--- src/rtl/tws_pkg.sv ---
package tws_pkg;
  typedef struct packed {
    logic shiftIn;
    logic loadCmd;
    logic incAddr;
    logic loadOut;
    logic shiftOut;
  } twsStrobes_t;
endpackage

--- src/rtl/tws_sync.sv ---
module tws_sync #(
  parameter int STAGES = 2
) (
  input  logic clk,
  input  logic rstN,
  input  logic ceIn,
  input  logic sclkIn,
  input  logic dioIn,
  output logic ceS,
  output logic dinS,
  output logic sclkRise,
  output logic sclkFall
);
  localparam int W = 3;
  logic [W-1:0] pipe [STAGES];
  logic sclkPrev;

  always_ff @(posedge clk or negedge rstN) begin
    if (!rstN) begin
      for (int i = 0; i < STAGES; i++) pipe[i] <= '0;
      sclkPrev <= 1'b0;
    end else begin
      pipe[0] <= {ceIn, sclkIn, dioIn};
      for (int i = 1; i < STAGES; i++) pipe[i] <= pipe[i-1];
      sclkPrev <= pipe[STAGES-1][1];
    end
  end

  assign ceS      = pipe[STAGES-1][2];
  assign dinS     = pipe[STAGES-1][0];
  assign sclkRise = pipe[STAGES-1][1] & ~sclkPrev;
  assign sclkFall = ~pipe[STAGES-1][1] & sclkPrev;
endmodule

--- src/rtl/tws_dpath.sv ---
module tws_dpath
  import tws_pkg::*;
#(
  parameter int DATA_W = 8
) (
  input  logic              clk,
  input  logic              rstN,
  input  twsStrobes_t       st,
  input  logic              dinS,
  input  logic [DATA_W-1:0] rdData,
  output logic              cmdIsRead,
  output logic              cmdWrEn,
  output logic              cmdBurst,
  output logic [DATA_W-1:0] wrData,
  output logic [DATA_W-4:0] regAddr,
  output logic              regSpace,
  output logic              dioOut
);
  localparam int ADDR_W = DATA_W - 3;

  logic [DATA_W-1:0] inSh, outSh, inByteNext;
  logic [ADDR_W-1:0] curAddr, cmdAddr;
  logic spaceQ, doutQ;

  assign inByteNext = {dinS, inSh[DATA_W-1:1]};
  assign cmdAddr    = inByteNext[ADDR_W:1];
  assign cmdBurst   = &cmdAddr;
  assign cmdIsRead  = inByteNext[0];
  assign cmdWrEn    = inByteNext[DATA_W-1];

  always_ff @(posedge clk or negedge rstN) begin
    if (!rstN) begin
      inSh    <= '0;
      outSh   <= '0;
      curAddr <= '0;
      spaceQ  <= 1'b0;
      doutQ   <= 1'b0;
    end else begin
      if (st.shiftIn) inSh <= inByteNext;
      if (st.loadCmd) begin
        curAddr <= cmdBurst ? '0 : cmdAddr;
        spaceQ  <= inByteNext[DATA_W-2];
      end else if (st.incAddr) begin
        curAddr <= curAddr + 1'b1;
      end
      if (st.loadOut) begin
        outSh <= rdData;
      end else if (st.shiftOut) begin
        doutQ <= outSh[0];
        outSh <= {1'b0, outSh[DATA_W-1:1]};
      end
    end
  end

  assign wrData   = inSh;
  assign regAddr  = curAddr;
  assign regSpace = spaceQ;
  assign dioOut   = doutQ;

  // a burst command always starts the address at zero
  a_r9_burst_from_zero: assert property (@(posedge clk) disable iff (!rstN)
    (st.loadCmd && cmdBurst) |=> (curAddr == '0));
endmodule

--- src/rtl/tws_ctrl.sv ---
module tws_ctrl
  import tws_pkg::*;
#(
  parameter int DATA_W = 8
) (
  input  logic        clk,
  input  logic        rstN,
  input  logic        ceS,
  input  logic        sclkRise,
  input  logic        sclkFall,
  input  logic        cmdIsRead,
  input  logic        cmdWrEn,
  input  logic        cmdBurst,
  output twsStrobes_t st,
  output logic        wrStb,
  output logic        rdStb,
  output logic        dioOe
);
  localparam int CNT_W = $clog2(DATA_W);
  localparam logic [CNT_W-1:0] LAST = CNT_W'(DATA_W - 1);

  typedef enum logic [2:0] {
    S_IDLE, S_CMD, S_WDATA, S_WSTB, S_RFETCH, S_RWAIT, S_RDATA, S_IGNORE
  } state_t;

  state_t state;
  logic [CNT_W-1:0] bitCnt;
  logic burstQ, oeQ, byteEnd, counting;

  assign counting = (state == S_CMD) || (state == S_WDATA) || (state == S_RDATA);
  assign byteEnd  = sclkRise && counting && (bitCnt == LAST);

  always_comb begin
    st          = '0;
    st.shiftIn  = sclkRise && ((state == S_CMD) || (state == S_WDATA));
    st.loadCmd  = byteEnd && (state == S_CMD);
    st.incAddr  = (state == S_WSTB) || (state == S_RFETCH);
    st.loadOut  = (state == S_RWAIT);
    st.shiftOut = sclkFall && (state == S_RDATA);
  end

  assign wrStb = (state == S_WSTB);
  assign rdStb = (state == S_RFETCH);
  assign dioOe = oeQ;

  always_ff @(posedge clk or negedge rstN) begin
    if (!rstN) begin
      state  <= S_IDLE;
      bitCnt <= '0;
      burstQ <= 1'b0;
      oeQ    <= 1'b0;
    end else if (!ceS) begin
      state  <= S_IDLE;
      bitCnt <= '0;
      oeQ    <= 1'b0;
    end else begin
      if (sclkRise && counting) bitCnt <= (bitCnt == LAST) ? '0 : bitCnt + 1'b1;
      if (st.loadCmd) burstQ <= cmdBurst;
      if (state != S_RDATA || sclkRise) oeQ <= 1'b0;
      else if (sclkFall) oeQ <= 1'b1;
      case (state)
        S_IDLE:   state <= S_CMD;
        S_CMD:    if (byteEnd) state <= cmdIsRead ? S_RFETCH : (cmdWrEn ? S_WDATA : S_IGNORE);
        S_WDATA:  if (byteEnd) state <= S_WSTB;
        S_WSTB:   state <= burstQ ? S_WDATA : S_IGNORE;
        S_RFETCH: state <= S_RWAIT;
        S_RWAIT:  state <= S_RDATA;
        S_RDATA:  if (byteEnd) state <= S_RFETCH;
        default:  state <= S_IGNORE;
      endcase
    end
  end

  // pin released once the enable is seen low
  a_r2_release_when_disabled: assert property (@(posedge clk) disable iff (!rstN)
    !ceS |=> !dioOe);
  // strobes only follow a cycle with enable high
  a_r2_strobe_needs_enable: assert property (@(posedge clk) disable iff (!rstN)
    (wrStb || rdStb) |-> $past(ceS));
  // pin released after each rising serial edge
  a_r5_release_on_rise: assert property (@(posedge clk) disable iff (!rstN)
    sclkRise |=> !dioOe);
  // pin only starts driving right after a falling serial edge
  a_r5_drive_after_fall: assert property (@(posedge clk) disable iff (!rstN)
    $rose(dioOe) |-> $past(sclkFall));
  // write strobe is a single cycle
  a_r6_wr_single_pulse: assert property (@(posedge clk) disable iff (!rstN)
    wrStb |=> !wrStb);
  // read strobe is a single cycle and never overlaps a write
  a_r10_rd_single_pulse: assert property (@(posedge clk) disable iff (!rstN)
    rdStb |=> (!rdStb && !wrStb));
endmodule

--- src/rtl/tw_serial_slave.sv ---
module tw_serial_slave
  import tws_pkg::*;
#(
  parameter int DATA_W      = 8,
  parameter int SYNC_STAGES = 2
) (
  input  logic              clk,
  input  logic              rstN,
  input  logic              ceIn,
  input  logic              sclkIn,
  input  logic              dioIn,
  output logic              dioOut,
  output logic              dioOe,
  output logic              wrStb,
  output logic              rdStb,
  output logic              regSpace,
  output logic [DATA_W-4:0] regAddr,
  output logic [DATA_W-1:0] wrData,
  input  logic [DATA_W-1:0] rdData
);
  twsStrobes_t st;
  logic ceS, dinS, sclkRise, sclkFall;
  logic cmdIsRead, cmdWrEn, cmdBurst;

  tws_sync #(.STAGES(SYNC_STAGES)) sync_i (
    .clk(clk), .rstN(rstN), .ceIn(ceIn), .sclkIn(sclkIn), .dioIn(dioIn),
    .ceS(ceS), .dinS(dinS), .sclkRise(sclkRise), .sclkFall(sclkFall));

  tws_ctrl #(.DATA_W(DATA_W)) ctrl_i (
    .clk(clk), .rstN(rstN), .ceS(ceS), .sclkRise(sclkRise), .sclkFall(sclkFall),
    .cmdIsRead(cmdIsRead), .cmdWrEn(cmdWrEn), .cmdBurst(cmdBurst),
    .st(st), .wrStb(wrStb), .rdStb(rdStb), .dioOe(dioOe));

  tws_dpath #(.DATA_W(DATA_W)) dpath_i (
    .clk(clk), .rstN(rstN), .st(st), .dinS(dinS), .rdData(rdData),
    .cmdIsRead(cmdIsRead), .cmdWrEn(cmdWrEn), .cmdBurst(cmdBurst),
    .wrData(wrData), .regAddr(regAddr), .regSpace(regSpace), .dioOut(dioOut));
endmodule

--- config.mk ---
export PLATFORM = sky130hd
export DESIGN_NAME = tw_serial_slave
export DESIGN_NICKNAME = d
export VERILOG_FILES = /design/src/rtl/tws_pkg.sv /design/src/rtl/tws_sync.sv /design/src/rtl/tws_dpath.sv /design/src/rtl/tws_ctrl.sv /design/src/rtl/tw_serial_slave.sv
export SDC_FILE = /design/constraint.sdc
export NUM_CORES = 1
export LEC_CHECK = 0
export BUFFER_PORTS_ARGS = -buffer_cell sky130_fd_sc_hd__clkbuf_2
export CAP_MARGIN = 20
export CORE_MARGIN = 4
export CORE_UTILIZATION = 54
export CTS_CLUSTER_DIAMETER = 30
export DETAILED_ROUTE_END_ITERATION = 16
export HOLD_SLACK_MARGIN = 0.05
export PLACE_DENSITY = 0.87
export SLEW_MARGIN = 40
export SYNTH_ARGS = -nofsm -noshare
export SYNTH_HDL_FRONTEND = slang
export SYNTH_HIERARCHICAL = 1
export SYNTH_SLANG_ARGS = --single-unit
export TNS_END_PERCENT = 1
--- constraint.sdc ---
create_clock -name clk -period 2.22 [get_ports clk]
set_clock_uncertainty 0.05 [all_clocks]
set_input_delay 0.111 -clock clk [delete_from_list [all_inputs] [get_ports clk]]
set_output_delay 0.111 -clock clk [all_outputs]
set_load 0.03 [all_outputs]
==> results of run 1 <==
metal layers:
metal  global-route usage  wire length [um]  vias up
met2                0.323              1780       37
met4               0.0829                47        0
li1                     -                 -      619
met3               0.0364               156        5
met5                    0                 0        -
met1                0.232              1440      605
logic make-up after synthesis:
group,after synthesis,synth area share
DFF,38,0.542
xor gates and xnor gates,4,0.0200
adders and majority gates,3,0.0214
muxes,18,0.112
and+or+nand+nor,52,0.163
AOI/OAI and AO/OA,29,0.0984
buffers and inverters,12,0.0435
registers in the layout, indices dropped and copies added, names as in the netlist:
name,flops
dpath_i/outSh,8
dpath_i/wrData,8
dpath_i/dioOut,1
sync_i/dinS,1
ctrl_i/dioOe,1
sync_i/ceS,1
dpath_i/regSpace,1
sync_i/sclkPrev,1
ctrl_i/burstQ,1
sync_i/pipe,4
ctrl_i/bitCnt,3
ctrl_i/state,3
dpath_i/regAddr,5
layout make-up:
| type | count | area (um2) |
|---|---|---|
| repair buffers | 43 | 280 |
| well taps | 44 | 55.1 |
| inverters | 3 | 11.3 |
| multi-input cells | 106 | 728 |
| fillers | 238 | 1010 |
| clock buffers | 7 | 45.0 |
| flip-flops and latches | 38 | 951 |
worst max-delay path by stage:
| stage | endpoint | depth (start not counted) | slack, ns |
|---|---|---|---|
| floorplan | dpath_i/regAddr[3] | 7 | 0.40 |
| global placement | dpath_i/regAddr[3] | 6 | 0.45 |
| detailed placement | ctrl_i/burstQ | 5 | 0.35 |
| CTS | ctrl_i/burstQ | 5 | 0.35 |
| global route | ctrl_i/burstQ | 5 | 0.17 |
| finish | ctrl_i/burstQ | 5 | 0.35 |
through the flow:
stage          power (uW)  setup WS [ns]  utilization  std cells  cell area (um2)
6_report             1420          0.351        0.673        241             2070
5_1_grt              1500          0.175        0.673        241             2070
3_5_place_dp         1100          0.355        0.619        222             1910
3_3_place_gp         1090          0.448        0.618        222             1900
2_1_floorplan        1010          0.404            -        156             1760
4_1_cts              1430          0.346        0.673        241             2070
report_power, final:
group / internal [uW] / leakage [uW] / total (uW) / switching, uW
Combinational: 106 / 0.000448 / 280 / 174
Clock: 119 / 0.0000254 / 311 / 192
Sequential: 753 / 0.000461 / 825 / 72.1
Total: 978 / 0.000934 / 1420 / 438
cell usage after synthesis (all sizes together):
cell type / instances
mux2i: 8
mux2: 10
nand2b: 1
xor2: 3
nor3b: 1
inv: 3
dfrtp: 38
and2b: 5
buf: 9
nand2: 22
o31a: 1
nand3: 3
xnor2: 1
or2b: 1
a21boi: 2
nor2b: 5
o21a: 2
nor2: 4
or2: 1
and2: 1
and3: 3
o31ai: 1
nand4: 3
ha: 3
a211oi: 1
o21ai: 14
or3: 1
nor4b: 1
o22ai: 4
a21oi: 4
timing repair:
action                                 in CTS  in global routing
hold buffers                               12                  0
endpoints found under the hold margin      49                  0
resized for setup                           0                  0
==> metrics.txt, run 1 <==
run status finished, final reports clean; unique cell type count in the Yosys netlist 40; crit path max fanout 11; RePlAce Congestion 0.854; Starting Density 0.570; DRC 0; Worst path max stage delay ~0.4 ns; Worst R2R Start sync_i/sclkPrev; Skew-Pair Late Insertion Delay 0.33 ns; critical path cell sequence nor2b_1 > nor2b_1 > and3_1 > nand2_1 > mux2_2; #FFs+latches synth 38; max_cap viols 0; Net Count, Synth roughly 170; hold crit path type primary input to asynchronous set/reset pin; global-route wire length before repair around 6 mm; post-synthesis sequential area ratio 0.542; per-cell routed wire length around 14 um; CP required roughly 2.4 ns; IO Count 31; P_leak between 0.0009 and 0.001 uW; drt first-iter violations 56; flop-to-flop setup slack around 0.35 ns; total gr overflow 0; slew margin rel. 0.667; cell taking the most area after synthesis dfrtp_1; Die H 65.0 um; initial antenna violation count 0; vias in the first global route about 1.3k; number of H-tree levels 2; HPWL after DPL 2.36 mm; worst slew pin tran approximately 0.5 ns; share of layout cells above drive strength 1 0.274; Ys Warns 6; Synth Cell Area between 0.0015 and 0.002 mm2; PwrDens just under 700 mW/mm2; worst path arrival time ~2.0 ns; GR Util All Layers 0.189; total CTS buffers 5; Critical path origin sync_i/sclkPrev; area delta synth->final 18.0%; ranking of synthesized cells by area dfrtp_1 (54%), mux2_2 (5.8%), nand2_1 (4.7%); CTS tree built; fin crit period between 1.5 and 2 ns; via count ~1.3k; hold slack 0.251 ns; FF-to-FF path depth 5; nature of the critical path startpoint register; Post-Syn Instances ~160; CP most frequent cell nor2b_1; row cnt 20; # clock sinks 38; # Post-CTS Setup Buffers 0; CTS Root Cell clkbuf_4; average size of a mapped cell between 10 and 15 um2; final hold viol count 0; VDD IR max ~0.54 mV; Die ar. around 0.0042 mm2; via/cell ratio 5.25; most common cell after layout, fill and taps aside dfrtp_1; antenna cell count 0; Yosys top cell area share 0.542; post-route antenna net violation count 0; RSZ-0062 raised after global routing false; fin. max-slew vios 0; Pre-antenna DRT Iters 4; CTS clk-pin slew, worst paths around 0.10 ns; Period Utilization, post-route 0.842; largest net degree at the start of global routing 39; core area about 0.003 mm2; Top delay family on crit path simple AND/OR/NAND/NOR gates; port buffer count 30; Die Wd approximately 65 um; crit path kind register to register; Detailed Route WL 3.43 mm; CP Buf/Inv Count 0; final net count 213; f_max approximately 530 MHz; Final Setup Violations 0; CP max-delay cell and3_1; Fin Setup TNS 0 ns; CTS max path bufs 2; Crit Reg-Reg Endpoint ctrl_i/burstQ; commonest cells after routing, fill and taps aside dfrtp_1 (38), clkbuf_2 (29), nand2_1 (22); Crit. End Element register
(Power assumes the default switching activity.)
==> run 2: changes to the inputs <==
CORE_UTILIZATION = 49   (was 54)
PLACE_DENSITY = 0.84   (was 0.87)
clock period = 1.6 ns   (was 2.22 ns; I/O delays follow)
==> run 2 against run 1 <==
Clock power up 110%. Fmax up 18%. Largest power group unchanged. Flip-flop and latch count unchanged. First-iteration DRC count down 25%. Core utilization up 2.2 points. Wire length up 5.0%. Largest cell class unchanged.
==> metrics.txt, run 2 (synthesized netlist as in run 1, its figures left out) <==
port buffer count 30 (unchanged); per-cell routed wire length 13.8 um (was 14.2 um); VDD IR max 0.893 mV (was 0.535 mV); CTS Root Cell clkbuf_4 (unchanged); total CTS buffers 5 (unchanged); area delta synth->final 34.2% (was 18.0%); CP Buf/Inv Count 2 (was 0); core area 0.00339 mm2 (was 0.00308 mm2); final hold viol count 0 (unchanged); DRC 0 (unchanged); f_max 631 MHz (was 535 MHz); drt first-iter violations 42 (was 56); slew margin rel. 0.689 (was 0.667); Die ar. 0.00460 mm2 (was 0.00423 mm2); global-route wire length before repair 5.46 mm (was 6.04 mm); final net count 230 (was 213); # clock sinks 38 (unchanged); crit path max fanout 5 (was 11); CTS max path bufs 2 (unchanged); post-route cell area 0.00236 mm2 (was 0.00207 mm2); Util after Layout 0.695 (was 0.673); critical path cell sequence buf_6 > and2b_2 > o21a_4 > buf_12 > mux2_2 (was nor2b_1 > nor2b_1 > and3_1 > nand2_1 > mux2_2); number of H-tree levels 2 (unchanged); CP max-delay cell dfrtp_2 (was and3_1); Period Utilization, post-route 0.991 (was 0.842); worst path arrival time 1.77 ns (was 2.04 ns); Worst path max stage delay 0.46 ns (was 0.40 ns); P_leak 0.00105 uW (was 0.000934 uW); most common cell after layout, fill and taps aside dfrtp_1 (unchanged); crit path kind register to register (unchanged); Starting Density 0.518 (was 0.570); fin. max-slew vios 0 (unchanged); RePlAce Congestion 0.863 (was 0.854); vias in the first global route 1,263 (was 1,298); initial antenna violation count 0 (unchanged); via count 1,344 (was 1,266); IO Count 31 (unchanged); hold slack 0.245 ns (was 0.251 ns); hold crit path type primary input to asynchronous set/reset pin (unchanged); row cnt 21 (was 20); via/cell ratio 5.15 (was 5.25); HPWL after DPL 2.25 mm (was 2.36 mm); flop-to-flop setup slack 0.01 ns (was 0.35 ns); post-placement cell area 0.00204 mm2 (was 0.00191 mm2); max_cap viols 0 (unchanged); Skew-Pair Late Insertion Delay 0.35 ns (was 0.33 ns); Die Wd 67.9 um (was 65.0 um); worst slew pin tran 0.466 ns (was 0.499 ns); nature of the critical path startpoint register (unchanged); CP required 1.79 ns (was 2.39 ns); GR Util All Layers 0.163 (was 0.189); CTS tree built (unchanged); commonest cells after routing, fill and taps aside dfrtp_1 (37), clkbuf_2 (29), nand2_1 (21) (was dfrtp_1 (38), clkbuf_2 (29), nand2_1 (22)); run status finished, final reports clean (unchanged); Final Setup Violations 0 (unchanged); Die H 67.9 um (was 65.0 um); largest net degree at the start of global routing 39 (unchanged); PwrDens 937 mW/mm2 (was 684 mW/mm2); antenna cell count 0 (unchanged); Top delay family on crit path flip-flops (was simple AND/OR/NAND/NOR gates); CTS clk-pin slew, worst paths 0.11 ns (was 0.10 ns); Fin Setup TNS 0 ns (unchanged); post-route antenna net violation count 0 (unchanged); Pre-antenna DRT Iters 4 (unchanged); fin crit period 1.59 ns (was 1.87 ns); total gr overflow 0 (unchanged); share of layout cells above drive strength 1 0.405 (was 0.274); Detailed Route WL 3.60 mm (was 3.43 mm); Crit. End Element register (unchanged); RSZ-0062 raised after global routing true (was false)
## run 2: metrics by stage
stage	cells	setup slack, ns	power, uW
3_5_place_dp	236	0.0229	1540
3_3_place_gp	236	0.0564	1530
4_1_cts	256	0.0121	2210
6_report	261	0.0148	2210
5_1_grt	261	-0.0806	2310
2_1_floorplan	156	-0.102	1400
## run 2: power by group
| part | leakage, uW | internal [uW] | switching (uW) |
|---|---|---|---|
| Clock | 0.0000374 | 328 | 320 |
| Combinational | 0.000553 | 166 | 251 |
| Sequential | 0.000460 | 1040 | 98.9 |
## run 2: tightest hold or removal path, stage by stage
cell and delay (ns):
dlygate4sd3_1 0.52, clkbuf_2 0.10, buf_4 0.39
## run 2: layout make-up
cell class	count	area [um2]
timing repair buffer	60	470
clock buffer	5	37.5
multi-input combinational	106	782
tap	46	57.6
inverter	3	11.3
sequential	38	952
clock inverter	3	45.0
fill	252	1030
## run 2: what timing repair did
| action | CTS | global route |
|---|---|---|
| buffers inserted | 0 | 4 |
| pin swaps | 0 | 5 |
| cloned | 0 | 1 |
| hold buffers | 12 | 0 |
| endpoints found under the hold margin | 49 | 0 |
| setup endpoints to repair | 2 | 20 |
| gates resized for setup | 2 | 21 |
## run 2: worst paths after layout
check                                startpoint           endpoint  cells after the start
worst max register to register  ctrl_i/state[1]  dpath_i/wrData[0]                      5
worst min register to register   sync_i/pipe[5]         sync_i/ceS                      0
worst max-delay path            ctrl_i/state[1]  dpath_i/wrData[0]                      5
min in group clk                 sync_i/pipe[5]         sync_i/ceS                      0
worst min-delay path                       rstN     sync_i/pipe[1]                      3
max in group asynchronous                  rstN    ctrl_i/state[1]                      3
## run 2: routing by layer
metal	wire [um]	up-vias	global-route usage	share of wire
met4	61	0	0.0670	0.017
met5	0	-	0	0
met1	1610	652	0.197	0.45
li1	-	654	-	-
met3	197	5	0.0591	0.055
met2	1730	33	0.265	0.48
